--- src/rtl/sdr_colgen_pkg.sv ---
package sdr_colgen_pkg;

    typedef enum logic [2:0] {
        BLC_ONE   = 3'b000,
        BLC_TWO   = 3'b001,
        BLC_FOUR  = 3'b010,
        BLC_EIGHT = 3'b011,
        BLC_PAGE  = 3'b111
    } bl_code_e;

    typedef enum logic [1:0] {
        ORG_WIDE   = 2'b00,
        ORG_MID    = 2'b01,
        ORG_NARROW = 2'b10
    } org_code_e;

endpackage

--- src/rtl/sdr_burst_len_dec.sv ---
module sdr_burst_len_dec
    import sdr_colgen_pkg::*;
#(
    parameter int COL_W = 10
) (
    input  logic [2:0]       bl_code,
    input  logic             is_write,
    input  logic             wr_single,
    output logic [COL_W-1:0] len_m1,
    output logic             full_page
);
    always_comb begin
        len_m1    = '0;
        full_page = 1'b0;
        if (!(is_write && wr_single)) begin
            case (bl_code)
                BLC_ONE:   len_m1 = COL_W'(0);
                BLC_TWO:   len_m1 = COL_W'(1);
                BLC_FOUR:  len_m1 = COL_W'(3);
                BLC_EIGHT: len_m1 = COL_W'(7);
                BLC_PAGE:  full_page = 1'b1;
                default:   len_m1 = COL_W'(0);
            endcase
        end
    end
endmodule

--- src/rtl/sdr_col_width_dec.sv ---
module sdr_col_width_dec #(
    parameter int COL_W   = 10,
    parameter int NUM_ORG = 3,
    parameter int ORG_W   = 2
) (
    input  logic [ORG_W-1:0] org,
    output logic [COL_W-1:0] col_mask
);
    logic [COL_W-1:0] mask_tbl [NUM_ORG];

    // Each organisation step drops one column bit.
    for (genvar g = 0; g < NUM_ORG; g++) begin : g_mask
        assign mask_tbl[g] = COL_W'((64'd1 << (COL_W - g)) - 64'd1);
    end

    always_comb begin
        col_mask = mask_tbl[NUM_ORG-1];
        for (int i = 0; i < NUM_ORG; i++) begin
            if (int'(org) == i) col_mask = mask_tbl[i];
        end
    end
endmodule

--- src/rtl/sdr_col_addr_calc.sv ---
module sdr_col_addr_calc #(
    parameter int COL_W = 10
) (
    input  logic [COL_W-1:0] base,
    input  logic [COL_W-1:0] beat,
    input  logic [COL_W-1:0] blk_mask,
    input  logic             il_mode,
    output logic [COL_W-1:0] addr
);
    logic [COL_W-1:0] seq_val;
    logic [COL_W-1:0] il_val;

    assign seq_val = base + beat;
    assign il_val  = base ^ beat;

    // Bits inside the wrap block move; bits above it keep the base value.
    for (genvar b = 0; b < COL_W; b++) begin : g_bit
        assign addr[b] = blk_mask[b] ? (il_mode ? il_val[b] : seq_val[b]) : base[b];
    end
endmodule

--- src/rtl/sdr_burst_colgen.sv ---
module sdr_burst_colgen
    import sdr_colgen_pkg::*;
#(
    parameter int COL_W   = 10,
    parameter int ORG_W   = 2,
    parameter int NUM_ORG = 3
) (
    input  logic             clk,
    input  logic             rst,
    input  logic             cmd_valid,
    input  logic             cmd_write,
    input  logic [COL_W-1:0] start_col,
    input  logic [2:0]       bl_sel,
    input  logic             wrap_il,
    input  logic             wr_single,
    input  logic [ORG_W-1:0] org,
    input  logic             term,
    output logic             col_valid,
    output logic [COL_W-1:0] col_addr,
    output logic             col_last
);
    typedef struct packed {
        logic             active;
        logic             valid;
        logic             last;
        logic             full;
        logic             il;
        logic [COL_W-1:0] start;
        logic [COL_W-1:0] cnt;
        logic [COL_W-1:0] len_m1;
        logic [COL_W-1:0] blk_mask;
        logic [COL_W-1:0] col_mask;
        logic [COL_W-1:0] addr;
    } gen_st_t;

    gen_st_t st_d, st_q;

    logic [COL_W-1:0] dec_len_m1;
    logic             dec_full;
    logic [COL_W-1:0] dec_col_mask;
    logic [COL_W-1:0] calc_base, calc_beat, calc_mask, calc_addr;
    logic             calc_il;

    sdr_burst_len_dec #(.COL_W(COL_W)) u_len (
        .bl_code   (bl_sel),
        .is_write  (cmd_write),
        .wr_single (wr_single),
        .len_m1    (dec_len_m1),
        .full_page (dec_full)
    );

    sdr_col_width_dec #(.COL_W(COL_W), .NUM_ORG(NUM_ORG), .ORG_W(ORG_W)) u_width (
        .org      (org),
        .col_mask (dec_col_mask)
    );

    sdr_col_addr_calc #(.COL_W(COL_W)) u_calc (
        .base     (calc_base),
        .beat     (calc_beat),
        .blk_mask (calc_mask),
        .il_mode  (calc_il),
        .addr     (calc_addr)
    );

    always_comb begin
        if (cmd_valid) begin
            calc_base = start_col & dec_col_mask;
            calc_beat = '0;
            calc_mask = dec_full ? dec_col_mask : dec_len_m1;
            calc_il   = wrap_il && !dec_full;
        end else begin
            calc_base = st_q.start;
            calc_beat = st_q.cnt + COL_W'(1);
            calc_mask = st_q.blk_mask;
            calc_il   = st_q.il;
        end
    end

    always_comb begin
        st_d = st_q;
        if (cmd_valid) begin
            st_d.start    = calc_base;
            st_d.cnt      = '0;
            st_d.len_m1   = dec_len_m1;
            st_d.full     = dec_full;
            st_d.il       = calc_il;
            st_d.blk_mask = calc_mask;
            st_d.col_mask = dec_col_mask;
            st_d.valid    = 1'b1;
            st_d.addr     = calc_addr;
            st_d.last     = !dec_full && (dec_len_m1 == '0);
            st_d.active   = !st_d.last;
        end else if (term || !st_q.active) begin
            st_d.active = 1'b0;
            st_d.valid  = 1'b0;
            st_d.last   = 1'b0;
            st_d.addr   = '0;
        end else begin
            st_d.cnt    = calc_beat;
            st_d.valid  = 1'b1;
            st_d.addr   = calc_addr;
            st_d.last   = !st_q.full && (calc_beat == st_q.len_m1);
            st_d.active = !st_d.last;
        end
    end

    always_ff @(posedge clk) begin
        if (rst) st_q <= '0;
        else     st_q <= st_d;
    end

    assign col_valid = st_q.valid;
    assign col_addr  = st_q.addr;
    assign col_last  = st_q.last;

    p_idle_quiet_r1: assert property (@(posedge clk) disable iff (rst)
        !col_valid |-> (col_addr == '0) && !col_last);

    p_cmd_starts_r2: assert property (@(posedge clk) disable iff (rst)
        cmd_valid |=> col_valid);

    p_last_ends_r3: assert property (@(posedge clk) disable iff (rst)
        col_last && !cmd_valid |=> !col_valid);

    p_upper_fixed_r4: assert property (@(posedge clk) disable iff (rst)
        col_valid && $past(col_valid) && !$past(cmd_valid)
        |-> ((col_addr ^ $past(col_addr)) & ~st_q.blk_mask) == '0);

    p_seq_step_r4: assert property (@(posedge clk) disable iff (rst)
        col_valid && $past(col_valid) && !$past(cmd_valid) && !st_q.il
        |-> ((col_addr - $past(col_addr)) & st_q.blk_mask) == COL_W'(1));

    p_page_no_last_r6: assert property (@(posedge clk) disable iff (rst)
        col_valid && st_q.full |-> !col_last);

    p_write_single_r7: assert property (@(posedge clk) disable iff (rst)
        cmd_valid && cmd_write && wr_single |=> col_last);

    p_width_r8: assert property (@(posedge clk) disable iff (rst)
        col_valid |-> (col_addr & ~st_q.col_mask) == '0);

    p_term_stops_r10: assert property (@(posedge clk) disable iff (rst)
        term && !cmd_valid |=> !col_valid);

endmodule

--- config.mk ---
export PLATFORM = sky130hd
export DESIGN_NAME = sdr_burst_colgen
export DESIGN_NICKNAME = d
export VERILOG_FILES = /design/src/rtl/sdr_colgen_pkg.sv /design/src/rtl/sdr_burst_len_dec.sv /design/src/rtl/sdr_col_width_dec.sv /design/src/rtl/sdr_col_addr_calc.sv /design/src/rtl/sdr_burst_colgen.sv
export SDC_FILE = /design/constraint.sdc
export NUM_CORES = 1
export LEC_CHECK = 0
export BUFFER_PORTS_ARGS = -buffer_cell sky130_fd_sc_hd__buf_2
export CORE_ASPECT_RATIO = 0.8
export CORE_UTILIZATION = 45
export DETAILED_ROUTE_END_ITERATION = 12
export GPL_ROUTABILITY_DRIVEN = 0
export SYNTH_ARGS = -nofsm -noshare
export SYNTH_HDL_FRONTEND = slang
export SYNTH_SLANG_ARGS = --single-unit
--- constraint.sdc ---
create_clock -name clk -period 7.9 [get_ports clk]
set_input_delay 0.79 -clock clk [delete_from_list [all_inputs] [get_ports clk]]
set_output_delay 0.79 -clock clk [all_outputs]
set_load 0.02 [all_outputs]
==> results.md <==
- Core ar.: 5560 um2
- DRT Pass-1 Iters: 4
- Die width: 87.6 um
- RSZ-0062 raised after global routing: no
- Req. time, crit path: 8.07 ns
- CP startpoint: cmd_valid
- Initial core utilization: 47.5%
- FFs w/ async S/R, synth: 0%
- # clock sinks: 48
- Post-DP HPWL: 3960 um
- H-tree depth reported by CTS: 2
- CTS Buffer Depth: 2
- Clock latency on the worst-skew pair: 0.30 ns
- CP Cell Sequence: buf_2 -> inv_1 -> nand2_1 -> inv_1 -> ha_1 -> a21oi_1 -> nand4b_1 -> a31oi_1 -> o2111ai_1 -> a211o_1 -> a21oi_1 -> nor3_2
- Clock-pin transition on the worst setup and hold timing paths: 0.08 ns
- # nets final: 361
- Syn avg cell area: 8.40 um2
- Final ANT Viol Nets: 0
- EDFF count, synth: 0
- Vias in the first global route: 1,917
- RR Startpoint: st_q[40]
- CP max stage delay: 0.56 ns
- Post-CTS Setup Inserts: 0
- Final worst path period share: 44.5%
- Final Hold Viols: 0
- Sequential-to-total area share from yosys stat: 36.4%
- Worst-Margin Slew: 0.775 ns
- Grt ovf: 0
- CP max FO: 31
- Worst hold path class: reg -> reg
- Area leader, netlist: dfxtp_1
- Syn_nets: 347
- Residual DRC: 0
- Fmax: 284 MHz
- Mapped Area: 2640 um2
- # hold bufs at CTS: 0
- Worst Hold End: st_q[61]
- Antenna violations before repair: 0
- Yosys warning count: 0
- First-pass GRT wire length: 9340 um
- FF-to-FF End: col_addr[9]
- Area Overhead vs Synth: 7.83%
- Largest net degree at the start of global routing: 32
- Hold Crit Start: st_q[61]
- Top cell type's share of synthesized area: 36.4%
- Place WS: 4.10 ns
- Min Tclk post-route: 3.52 ns
- Pins Over Slew Limit: 0
- Root Buffer: clkbuf_8
- Drt total wl: 5530 um
- Status: finished clean
- Netlist cell types: 53
- Rel. slew slack: 48.3%
- CP Class: in -> reg
- Top cells by area, synth: dfxtp_1, nor2_1, a21oi_1
- Slowest CP cell: inv_1
- CP delay by family, top: buffers and inverters
- Reg-to-reg setup timing slack: 5.06 ns
- Fin util: 51.2%
- Max-cap viol count: 0
- # diodes: 0
- # resized after CTS: 0
- PortBufs: 33
- CP bufs+invs: 3
- Setup Viol. Count Final: 0
- Layout cell share with drive strength beyond 1: 17.0%
- Ports: 34
- Die area: 6170 um2
- DR iter-0 viols: 86
- Setup TNS: 0 ns
- Vias per std cell: 5.14
- Post-route setup slack: 4.38 ns
- Pwr dens: 163 nW/um2
- Die Y: 70.5 um
- Setup Skew: 0.00702 ns
- Synth top cells by count: dfxtp_1, nor2_1, nand2_1
- CTS tree: yes
- Overall Global Routing Usage: 19.8%
- Synth Flop Type: dfxtp_1
- CTS Buf Count: 5
- Cells after Synth: 314
- Leak: 1.20 nW
- Worst hold path cell count: 2
- Critical Path AT: 3.69 ns
- Register bit total from synthesis: 48
- Routed vias: 2,093
- WL/cell: 13.6 um
- Max VDD drop: 73.5 uV
- Cell with the most instances after synthesis: dfxtp_1
- Nature of the critical path startpoint: primary input
- R2R cell count: 11
- Row cnt: 24
- Crit. End Element: register
[state kept, by name, summed over array words and instances (netlist names)]
signal     flops
col_valid      1
col_addr      10
col_last       1
st_q          36
[power breakdown]
| group | internal (W) | total, W | switching [W] |
|---|---|---|---|
| Sequential | 0.000250 | 0.000252 | 0.00000243 |
| Clock | 0.0000715 | 0.000151 | 0.0000790 |
| Combinational | 0.0000241 | 0.0000604 | 0.0000363 |
[metrics by stage]
stage	hold slack, ns	total power, W	cells	instance area (um2)
3_5_place_dp	0.469	0.000318	399	2750
5_1_grt	0.497	0.000487	407	2840
4_1_cts	0.482	0.000470	407	2840
2_1_floorplan	0.446	0.000304	314	2640
3_3_place_gp	0.468	0.000318	399	2750
6_report	0.475	0.000463	407	2840
[metal layers]
| layer | global-route usage, % | up-vias | part of all wire, % | wire (um) |
|---|---|---|---|---|
| li1 | - | 1096 | - | - |
| met4 | 4.92 | 0 | 0.81 | 45 |
| met3 | 3.66 | 4 | 4.9 | 269 |
| met1 | 29.0 | 948 | 52 | 2890 |
| met2 | 29.8 | 45 | 42 | 2330 |
| met5 | 0 | - | 0 | 0 |
[worst max-delay path by stage]
stage / end / slack [ns] / cells past startpoint
finish: col_addr[9] / 4.38 / 12
global route: col_addr[9] / 4.06 / 12
CTS: col_addr[9] / 4.39 / 12
detailed placement: col_addr[9] / 4.10 / 12
global placement: col_addr[9] / 4.17 / 12
floorplan: col_addr[8] / 4.79 / 13
[cells in the final DEF (no fill, tap or decap), types with 3 or more instances in the layout]
cell type / count
a211oi_1: 5
a21o_1: 3
a21oi_1: 29
a31oi_1: 3
and3_1: 4
buf_2: 33
clkbuf_8: 6
dfxtp_1: 48
ha_1: 10
inv_1: 9
mux2_2: 7
mux2i_1: 7
nand2_1: 31
nand3_1: 7
nor2_1: 40
nor2b_1: 15
o21ai_0: 11
or3_1: 4
xnor2_1: 9
xor2_1: 7
[area by class of cell]
class                      instances  area [um2]
multi-input combinational        231        1500
timing repair buffer              33         165
tap                               78        97.6
fill                             555        2710
clock buffer                       8        90.1
sequential                        48         961
inverter                           9        33.8
[worst reg2reg max path, delay by kind of cell, from the launching register on]
family	cells	cell delay, ns
compound gates	5	1.06
fa+ha+maj	2	0.53
flops	1	0.49
simple gates	4	0.63
[kinds of logic (layout without fill, tap and decap cells)]
group | Yosys count | count (layout) | share of synthesized area, %
AO/OA/AOI/OAI | 67 | 67 | 15.9
multiplexers | 15 | 15 | 6.22
XOR/XNOR | 16 | 16 | 5.32
adder cells (fa/ha/maj) | 12 | 12 | 5.89
buffers and inverters | 35 | 50 | 6.83
AND/OR/NAND/NOR | 121 | 121 | 23.4
flip-flops | 48 | 48 | 36.4
(Power assumes the default switching activity.)
